$ cat src/rtl/cip_hdr_pkg.sv
package cip_hdr_pkg;

   localparam int unsigned QUAD_W     = 32;
   localparam int unsigned STAMP_BITS = 16;
   localparam int unsigned SID_BITS   = 6;
   localparam int unsigned DBC_BITS   = 8;

   // fixed tags in bits 31..30
   localparam logic [1:0] Q1_TAG = 2'b00;
   localparam logic [1:0] Q2_TAG = 2'b10;

   // value sent when no frame sync edge was seen
   localparam logic [STAMP_BITS-1:0] NO_STAMP = '1;

   // quadlet 1 configuration field span (size, fraction, pad, ts flag)
   localparam int unsigned Q1_CFG_HI = 23;
   localparam int unsigned Q1_CFG_LO = 10;

   function automatic logic [QUAD_W-1:0] pack_q1(
      input logic [QUAD_W-1:0]   cfg,
      input logic [SID_BITS-1:0] sid,
      input logic [DBC_BITS-1:0] cnt
   );
      logic [QUAD_W-1:0] q;
      q        = '0;
      q[31:30] = Q1_TAG;
      q[29:24] = sid;
      q[Q1_CFG_HI:Q1_CFG_LO] = cfg[Q1_CFG_HI:Q1_CFG_LO];
      q[7:0]   = cnt;
      return q;
   endfunction

   function automatic logic [QUAD_W-1:0] pack_q2(
      input logic [QUAD_W-1:0]     cfg,
      input logic                  use_stamp,
      input logic                  have_edge,
      input logic [STAMP_BITS-1:0] stamp
   );
      logic [QUAD_W-1:0] q;
      q        = cfg;
      q[31:30] = Q2_TAG;
      if (use_stamp) begin
         q[STAMP_BITS-1:0] = have_edge ? stamp : NO_STAMP;
      end
      return q;
   endfunction

endpackage

$ cat src/rtl/cip_cfg_regs.sv
module cip_cfg_regs #(
   parameter int unsigned ADDR_W = 4,
   parameter int unsigned REG_W  = 32
) (
   input  logic              clk,
   input  logic              rst_n,
   input  logic              wr_en,
   input  logic [ADDR_W-1:0] addr,
   input  logic [REG_W-1:0]  wdata,
   output logic [REG_W-1:0]  rdata,
   output logic [REG_W-1:0]  cfg_a,
   output logic [REG_W-1:0]  cfg_b
);

   localparam int unsigned NUM_REGS = 2;
   localparam int unsigned STRIDE   = REG_W / 8;

   if (ADDR_W < 3) begin : g_addr_chk
      $error("cip_cfg_regs: ADDR_W must be at least 3");
   end
   if (REG_W != 32) begin : g_width_chk
      $error("cip_cfg_regs: REG_W must be 32");
   end

   logic [REG_W-1:0]    regs [NUM_REGS];
   logic [NUM_REGS-1:0] hit;

   for (genvar i = 0; i < NUM_REGS; i++) begin : g_reg
      localparam logic [ADDR_W-1:0] OFFSET = ADDR_W'(i * STRIDE);

      assign hit[i] = (addr == OFFSET);

      always_ff @(posedge clk or negedge rst_n) begin
         if (!rst_n) begin
            regs[i] <= '0;
         end else if (wr_en && hit[i]) begin
            regs[i] <= wdata;
         end
      end


      write_lands_chk: assert property (@(posedge clk) disable iff (!rst_n)
         (wr_en && hit[i]) |=> (regs[i] == $past(wdata)));


      no_stray_write_chk: assert property (@(posedge clk) disable iff (!rst_n)
         (!(wr_en && hit[i])) |=> $stable(regs[i]));
   end

   always_comb begin
      rdata = '0;
      for (int j = 0; j < NUM_REGS; j++) begin
         if (hit[j]) rdata = regs[j];
      end
   end

   assign cfg_a = regs[0];
   assign cfg_b = regs[1];

endmodule

$ cat src/rtl/cip_fsync_stamp.sv
module cip_fsync_stamp #(
   parameter int unsigned SYNC_STAGES = 2,
   parameter int unsigned STAMP_W     = 16
) (
   input  logic               clk,
   input  logic               rst_n,
   input  logic               fsync_in,
   input  logic [STAMP_W-1:0] cyc_time,
   input  logic               hdr_take,
   output logic               pending,
   output logic [STAMP_W-1:0] stamp
);

   if (SYNC_STAGES < 2) begin : g_sync_chk
      $error("cip_fsync_stamp: SYNC_STAGES must be at least 2");
   end
   if (STAMP_W < 1) begin : g_stamp_chk
      $error("cip_fsync_stamp: STAMP_W must be positive");
   end

   logic [SYNC_STAGES-1:0] sync_q;
   logic                   sync_prev;
   logic                   edge_seen;
   logic                   capture;

   for (genvar s = 0; s < SYNC_STAGES; s++) begin : g_sync
      if (s == 0) begin : g_first
         always_ff @(posedge clk or negedge rst_n) begin
            if (!rst_n) sync_q[s] <= 1'b0;
            else        sync_q[s] <= fsync_in;
         end
      end else begin : g_next
         always_ff @(posedge clk or negedge rst_n) begin
            if (!rst_n) sync_q[s] <= 1'b0;
            else        sync_q[s] <= sync_q[s-1];
         end
      end
   end

   always_ff @(posedge clk or negedge rst_n) begin
      if (!rst_n) sync_prev <= 1'b0;
      else        sync_prev <= sync_q[SYNC_STAGES-1];
   end

   assign edge_seen = sync_q[SYNC_STAGES-1] & ~sync_prev;

   // latch on the first edge of a packet interval; a header taken in the
   // same cycle opens a new interval, so the edge belongs to it
   assign capture = edge_seen & (~pending | hdr_take);

   always_ff @(posedge clk or negedge rst_n) begin
      if (!rst_n) begin
         pending <= 1'b0;
         stamp   <= '0;
      end else begin
         if (edge_seen)     pending <= 1'b1;
         else if (hdr_take) pending <= 1'b0;
         if (capture)       stamp   <= cyc_time;
      end
   end


   edge_sets_pending_chk: assert property (@(posedge clk) disable iff (!rst_n)
      edge_seen |=> pending);


   take_clears_pending_chk: assert property (@(posedge clk) disable iff (!rst_n)
      (hdr_take && !edge_seen) |=> !pending);


   stamp_held_chk: assert property (@(posedge clk) disable iff (!rst_n)
      (pending && !hdr_take) |=> $stable(stamp));


   stamp_latch_chk: assert property (@(posedge clk) disable iff (!rst_n)
      (edge_seen && !pending) |=> (stamp == $past(cyc_time)));

endmodule

$ cat src/rtl/cip_hdr_pack.sv
module cip_hdr_pack
   import cip_hdr_pkg::*;
#(
   parameter int unsigned STAMP_W = 16,
   parameter int unsigned SID_W   = 6,
   parameter int unsigned DBC_W   = 8
) (
   input  logic               clk,
   input  logic               rst_n,
   input  logic               hdr_req,
   input  logic [QUAD_W-1:0]  cfg_a,
   input  logic [QUAD_W-1:0]  cfg_b,
   input  logic               stamp_en,
   input  logic               pending,
   input  logic [STAMP_W-1:0] stamp,
   input  logic [SID_W-1:0]   src_id,
   input  logic [DBC_W-1:0]   dbc,
   output logic               hdr_valid,
   output logic [QUAD_W-1:0]  hdr_q1,
   output logic [QUAD_W-1:0]  hdr_q2
);

   if (STAMP_W != STAMP_BITS) begin : g_stamp_chk
      $error("cip_hdr_pack: STAMP_W must match the 16-bit stamp slot");
   end
   if (SID_W != SID_BITS) begin : g_sid_chk
      $error("cip_hdr_pack: SID_W must be 6");
   end
   if (DBC_W != DBC_BITS) begin : g_dbc_chk
      $error("cip_hdr_pack: DBC_W must be 8");
   end

   logic [QUAD_W-1:0] q1_next;
   logic [QUAD_W-1:0] q2_next;
   logic              unused_cfg;

   assign unused_cfg = ^{cfg_a[31:24], cfg_a[9:0]};

   assign q1_next = pack_q1(cfg_a, src_id, dbc);
   assign q2_next = pack_q2(cfg_b, stamp_en, pending, stamp);

   always_ff @(posedge clk or negedge rst_n) begin
      if (!rst_n) begin
         hdr_valid <= 1'b0;
         hdr_q1    <= '0;
         hdr_q2    <= '0;
      end else begin
         hdr_valid <= hdr_req;
         if (hdr_req) begin
            hdr_q1 <= q1_next;
            hdr_q2 <= q2_next;
         end
      end
   end


   valid_follows_req_chk: assert property (@(posedge clk) disable iff (!rst_n)
      hdr_req |=> hdr_valid);


   valid_only_after_req_chk: assert property (@(posedge clk) disable iff (!rst_n)
      !hdr_req |=> !hdr_valid);


   no_edge_all_ones_chk: assert property (@(posedge clk) disable iff (!rst_n)
      (hdr_req && stamp_en && !pending) |=> (hdr_q2[15:0] == 16'hFFFF));


   plain_fdf_chk: assert property (@(posedge clk) disable iff (!rst_n)
      (hdr_req && !stamp_en) |=> (hdr_q2[23:0] == $past(cfg_b[23:0])));

endmodule

$ cat src/rtl/cip_hdr_gen.sv
module cip_hdr_gen
   import cip_hdr_pkg::*;
#(
   parameter int unsigned ADDR_W      = 4,
   parameter int unsigned SYNC_STAGES = 2,
   parameter int unsigned STAMP_W     = 16,
   parameter int unsigned SID_W       = 6,
   parameter int unsigned DBC_W       = 8
) (
   input  logic               clk,
   input  logic               rst_n,
   input  logic               reg_wr,
   input  logic [ADDR_W-1:0]  reg_addr,
   input  logic [31:0]        reg_wdata,
   output logic [31:0]        reg_rdata,
   input  logic               stamp_en,
   input  logic               fsync_in,
   input  logic [STAMP_W-1:0] cyc_time,
   input  logic [SID_W-1:0]   src_id,
   input  logic [DBC_W-1:0]   dbc,
   input  logic               hdr_req,
   output logic               hdr_valid,
   output logic [31:0]        hdr_q1,
   output logic [31:0]        hdr_q2
);

   logic [QUAD_W-1:0]  cfg_a;
   logic [QUAD_W-1:0]  cfg_b;
   logic               pending;
   logic [STAMP_W-1:0] stamp;

   cip_cfg_regs #(
      .ADDR_W (ADDR_W),
      .REG_W  (QUAD_W)
   ) u_regs (
      .clk    (clk),
      .rst_n  (rst_n),
      .wr_en  (reg_wr),
      .addr   (reg_addr),
      .wdata  (reg_wdata),
      .rdata  (reg_rdata),
      .cfg_a  (cfg_a),
      .cfg_b  (cfg_b)
   );

   cip_fsync_stamp #(
      .SYNC_STAGES (SYNC_STAGES),
      .STAMP_W     (STAMP_W)
   ) u_stamp (
      .clk      (clk),
      .rst_n    (rst_n),
      .fsync_in (fsync_in),
      .cyc_time (cyc_time),
      .hdr_take (hdr_req),
      .pending  (pending),
      .stamp    (stamp)
   );

   cip_hdr_pack #(
      .STAMP_W (STAMP_W),
      .SID_W   (SID_W),
      .DBC_W   (DBC_W)
   ) u_pack (
      .clk       (clk),
      .rst_n     (rst_n),
      .hdr_req   (hdr_req),
      .cfg_a     (cfg_a),
      .cfg_b     (cfg_b),
      .stamp_en  (stamp_en),
      .pending   (pending),
      .stamp     (stamp),
      .src_id    (src_id),
      .dbc       (dbc),
      .hdr_valid (hdr_valid),
      .hdr_q1    (hdr_q1),
      .hdr_q2    (hdr_q2)
   );


   reset_idle_chk: assert property (@(posedge clk)
      $rose(rst_n) |-> !hdr_valid);

endmodule

$ cat config.mk
export PLATFORM = sky130hd
export DESIGN_NAME = cip_hdr_gen
export DESIGN_NICKNAME = d
export VERILOG_FILES = /design/src/rtl/cip_hdr_pkg.sv /design/src/rtl/cip_cfg_regs.sv /design/src/rtl/cip_fsync_stamp.sv /design/src/rtl/cip_hdr_pack.sv /design/src/rtl/cip_hdr_gen.sv
export SDC_FILE = /design/constraint.sdc
export NUM_CORES = 1
export LEC_CHECK = 0
export CAP_MARGIN = 20
export CORE_MARGIN = 2
export CORE_UTILIZATION = 48
export DETAILED_ROUTE_END_ITERATION = 7
export GPL_ROUTABILITY_DRIVEN = 0
export PLACE_DENSITY = 0.8
export SLEW_MARGIN = 20
export SYNTH_ARGS = -nofsm -noshare
export SYNTH_HDL_FRONTEND = slang
export SYNTH_HIERARCHICAL = 1
export SYNTH_SLANG_ARGS = --single-unit
$ cat constraint.sdc
create_clock -name clk -period 1.95 [get_ports clk]
set_input_delay 0.39 -clock clk [delete_from_list [all_inputs] [get_ports clk]]
set_output_delay 0.39 -clock clk [all_outputs]
set_load 0.05 [all_outputs]
==> reports/metrics.yaml <==
cts_made_buffers: 17
vias: 4000
crit_path_cell_trace: "buf_6 > nor4b_4 > buf_4 > buf_4 > buf_6 > a22o_1 > buf_12"
critPathLaunch: "reg_addr[0]"
clkPwrFrac_pct: 33.6
viasPerCell: 5.26
holdCritStartpoint: "u_stamp/sync_q[0]"
drive_gt1_share_pct: 29.7
cp_slowest_cell: "nor4b_4"
cts_tree: "yes"
grt_overflow: 0
crit_path_max_fanout: 8
synth.top_cell.area_share_pct: 59.7
finalCriticalPeriod_ns: 1.95
clk_path_buf_depth: 2
synthTopCellsByCount: "144 x dfrtp_1, 60 x mux2_1, 35 x mux2_2, 32 x a22o_1, 27 x mux2_4"
hp-class: "flip-flop to flip-flop"
grt_pass1_vias: 4331
outcome: "finished with violations"
ctsHtreeMaxLevel: 4
critical_path_required_ns: 1.56
synth_area_leaders: "dfrtp_1 60%, mux2_1 11%, mux2_4 6.7%"
synth_edf_count: 0
m1WireLength_mm: 6.20
post-route-worst-setup-slack_ns: -0.00277
nets: 653
cp_top_family: "buffers and inverters"
r2r-end: "u_stamp/stamp[9]"
postSynthAreaPerCell_sq_um: 15.0
crit_cells: 7
p_leak_nw: 4.23
finalCritPeriodShare_pct: 100
ir_worst_vdd_v: 0.000693
synth_warnings: 6
worstMarginPinSlew_ns: 0.529
fmax_mhz: 512
worstSetupPathType: "primary input to primary output"
drtPass1Iterations: 4
drv_cap: 0
design_area_sq_um: 9030
clk_pin_slew_ns: 0.05
end_kind: "primary output"
worst_path_largest_cell_delay_ns: 0.29
synthArstFlopShare_pct: 100
area_growth_pct: 49.6
antenna_cells: 0
endpoint: "reg_rdata[22]"
netlist_area_sq_um: 6040
wl_per_cell_um: 19.9
synth.most_common_cell: "dfrtp_1"
fp.dieW_um: 116
wl_mm: 15.1
route.detailed.drc: 0
slew_headroom_pct: 64.9
arrival_ns: 1.56
final-setup-viol-count: 5
dr.max_layer_used: "met4"
switching_share_pct: 31.4
reg2reg_depth: 3
place_area_sq_um: 8190
io_buffers: 163
slew_violations: 0
synth-seq-cells: 144
drtIter0Drc: 143
p_comb_share_pct: 25.8
p_sw_mw: 3.14
dr_wl_met2_mm: 7.70
dieArea_sq_um: 13500
synth_cell_types: 22
wl_met3_um: 930
synth_seq_area_share_pct: 59.7
row_count: 40
seqPwrFrac_pct: 40.6
synth.largest_area_cell: "dfrtp_1"
hold_viol: 0
cts_root_buffer: "clkbuf_16"
r2r_start: "u_stamp/pending"
syn_inst: 403
hpwlAfterDp_mm: 9.42
cts.sinks: 144
start_util_pct: 49.6
finish.utilization_pct: 74.3
track_usage_pct: 23.6
io_pins: 169
r2r_slack_ns: 0.40
grt_max_degree: 54
intPower_mw: 6.86
grt_first_pass_wirelength_mm: 23.5
antenna_found_initial: 0
ys.flop_type: "dfrtp_1"
start_kind: "primary input"
coreArea_sq_um: 12200
cp_num_buf_inv: 5
ant_nets: 0
failed_checks: "negative setup slack"
fin_skew_ns: 0.00484
p_per_area_nw_per_um2: 1110
clock_latency_ns: 0.41
die_h_um: 116
[through the flow]
| step | setup WS [ns] | cells | power [mW] | setup TNS (ns) | hold slack (ns) |
|---|---|---|---|---|---|
| floorplan | 0.00676 | 407 | 5.65 | 0 | 0.0944 |
| global placement | -0.336 | 720 | 6.66 | -26.21 | 0.333 |
| detailed placement | -0.362 | 720 | 6.76 | -29.39 | 0.340 |
| CTS | 0.00413 | 758 | 10.0 | 0 | 0.352 |
| global route | -0.0313 | 761 | 10.4 | -0.185 | 0.361 |
| finish | -0.00277 | 761 | 10.0 | -0.00639 | 0.349 |
[layout make-up]
class	count	area, sq um
clock buffer	25	475
clock inverter	6	130
fill	798	3130
inverter	18	67.6
multi-input combinational	215	2350
sequential	144	3600
tap	168	210
timing repair buffer	185	2190
[worst min-delay path by stage]
stage | endpoint | slack, ns | depth (start not counted)
floorplan | u_pack/hdr_q1[0] | 0.09 | 0
global placement | u_stamp/sync_q[1] | 0.33 | 0
detailed placement | u_stamp/sync_q[1] | 0.34 | 0
CTS | u_stamp/sync_q[1] | 0.35 | 0
global route | u_pack/hdr_valid | 0.36 | 2
finish | u_stamp/sync_q[1] | 0.35 | 0
[worst reg2reg max path, delay by kind of cell (launching register included)]
family                 cells  cell delay [ns]
DFF                        1             0.56
muxes                      1             0.38
buffers and inverters      1             0.28
AOI/OAI and AO/OA          1             0.22
[sequential cells by signal (all words and copies together) (netlist names)]
signal,count
u_regs/cfg_a,32
u_regs/cfg_b,32
u_pack/hdr_q2,31
u_pack/hdr_q1,28
u_stamp/stamp,16
u_stamp/sync_q,2
u_pack/hdr_valid,1
u_stamp/pending,1
u_stamp/sync_prev,1
[placed cells by master (no fill, tap or decap), types with 2 or more instances in the layout]
master,instances
conb_1,5
mux2_2,35
bufinv_16,4
and3b_1,16
buf_6,6
buf_12,38
dfrtp_1,144
buf_16,2
mux2_4,27
clkbuf_16,19
nand2_2,2
clkbuf_1,6
buf_4,15
clkinv_2,2
a22o_1,14
dlygate4sd2_1,53
clkbuf_8,2
o21ai_0,15
a22o_4,18
clkdlybuf4s50_1,65
mux2_1,60
inv_1,18
o21ai_1,2
buf_2,2
o22ai_1,16
[logic make-up after synthesis]
family          after synthesis  synth area share (%)
flops                       144                  59.7
mux                         122                  24.4
compound gates               66                  7.98
buf+inv                      48                  4.21
simple gates                 22                  3.61
other cells                   1                0.0621
[timing repair]
action / CTS / global route
cloned: 4 / 1
gates resized for setup: 91 / 6
buffers inserted: 2 / 2
hold buffers: 1 / 0
endpoints found under the hold margin: 49 / 0
endpoints found under the setup margin: 85 / 25
pin swaps: 2 / 2
[power by group through the flow]
stage	clock, mW	sequential [mW]	combinational [mW]
after CTS	3.40	4.06	2.60
after floorplan	0	4.79	0.860
after detailed placement	0	4.07	2.69
final	3.36	4.06	2.59
after global routing	3.55	4.14	2.72
after global placement	0	4.03	2.63
[layer usage]
| metal | up-vias | GRT usage (%) |
|---|---|---|
| li1 | 1803 | - |
| met3 | 25 | 8.15 |
| met1 | 2055 | 29.0 |
| met4 | 0 | 8.81 |
| met5 | - | 0 |
| met2 | 117 | 38.9 |
(Power assumes the default switching activity.)
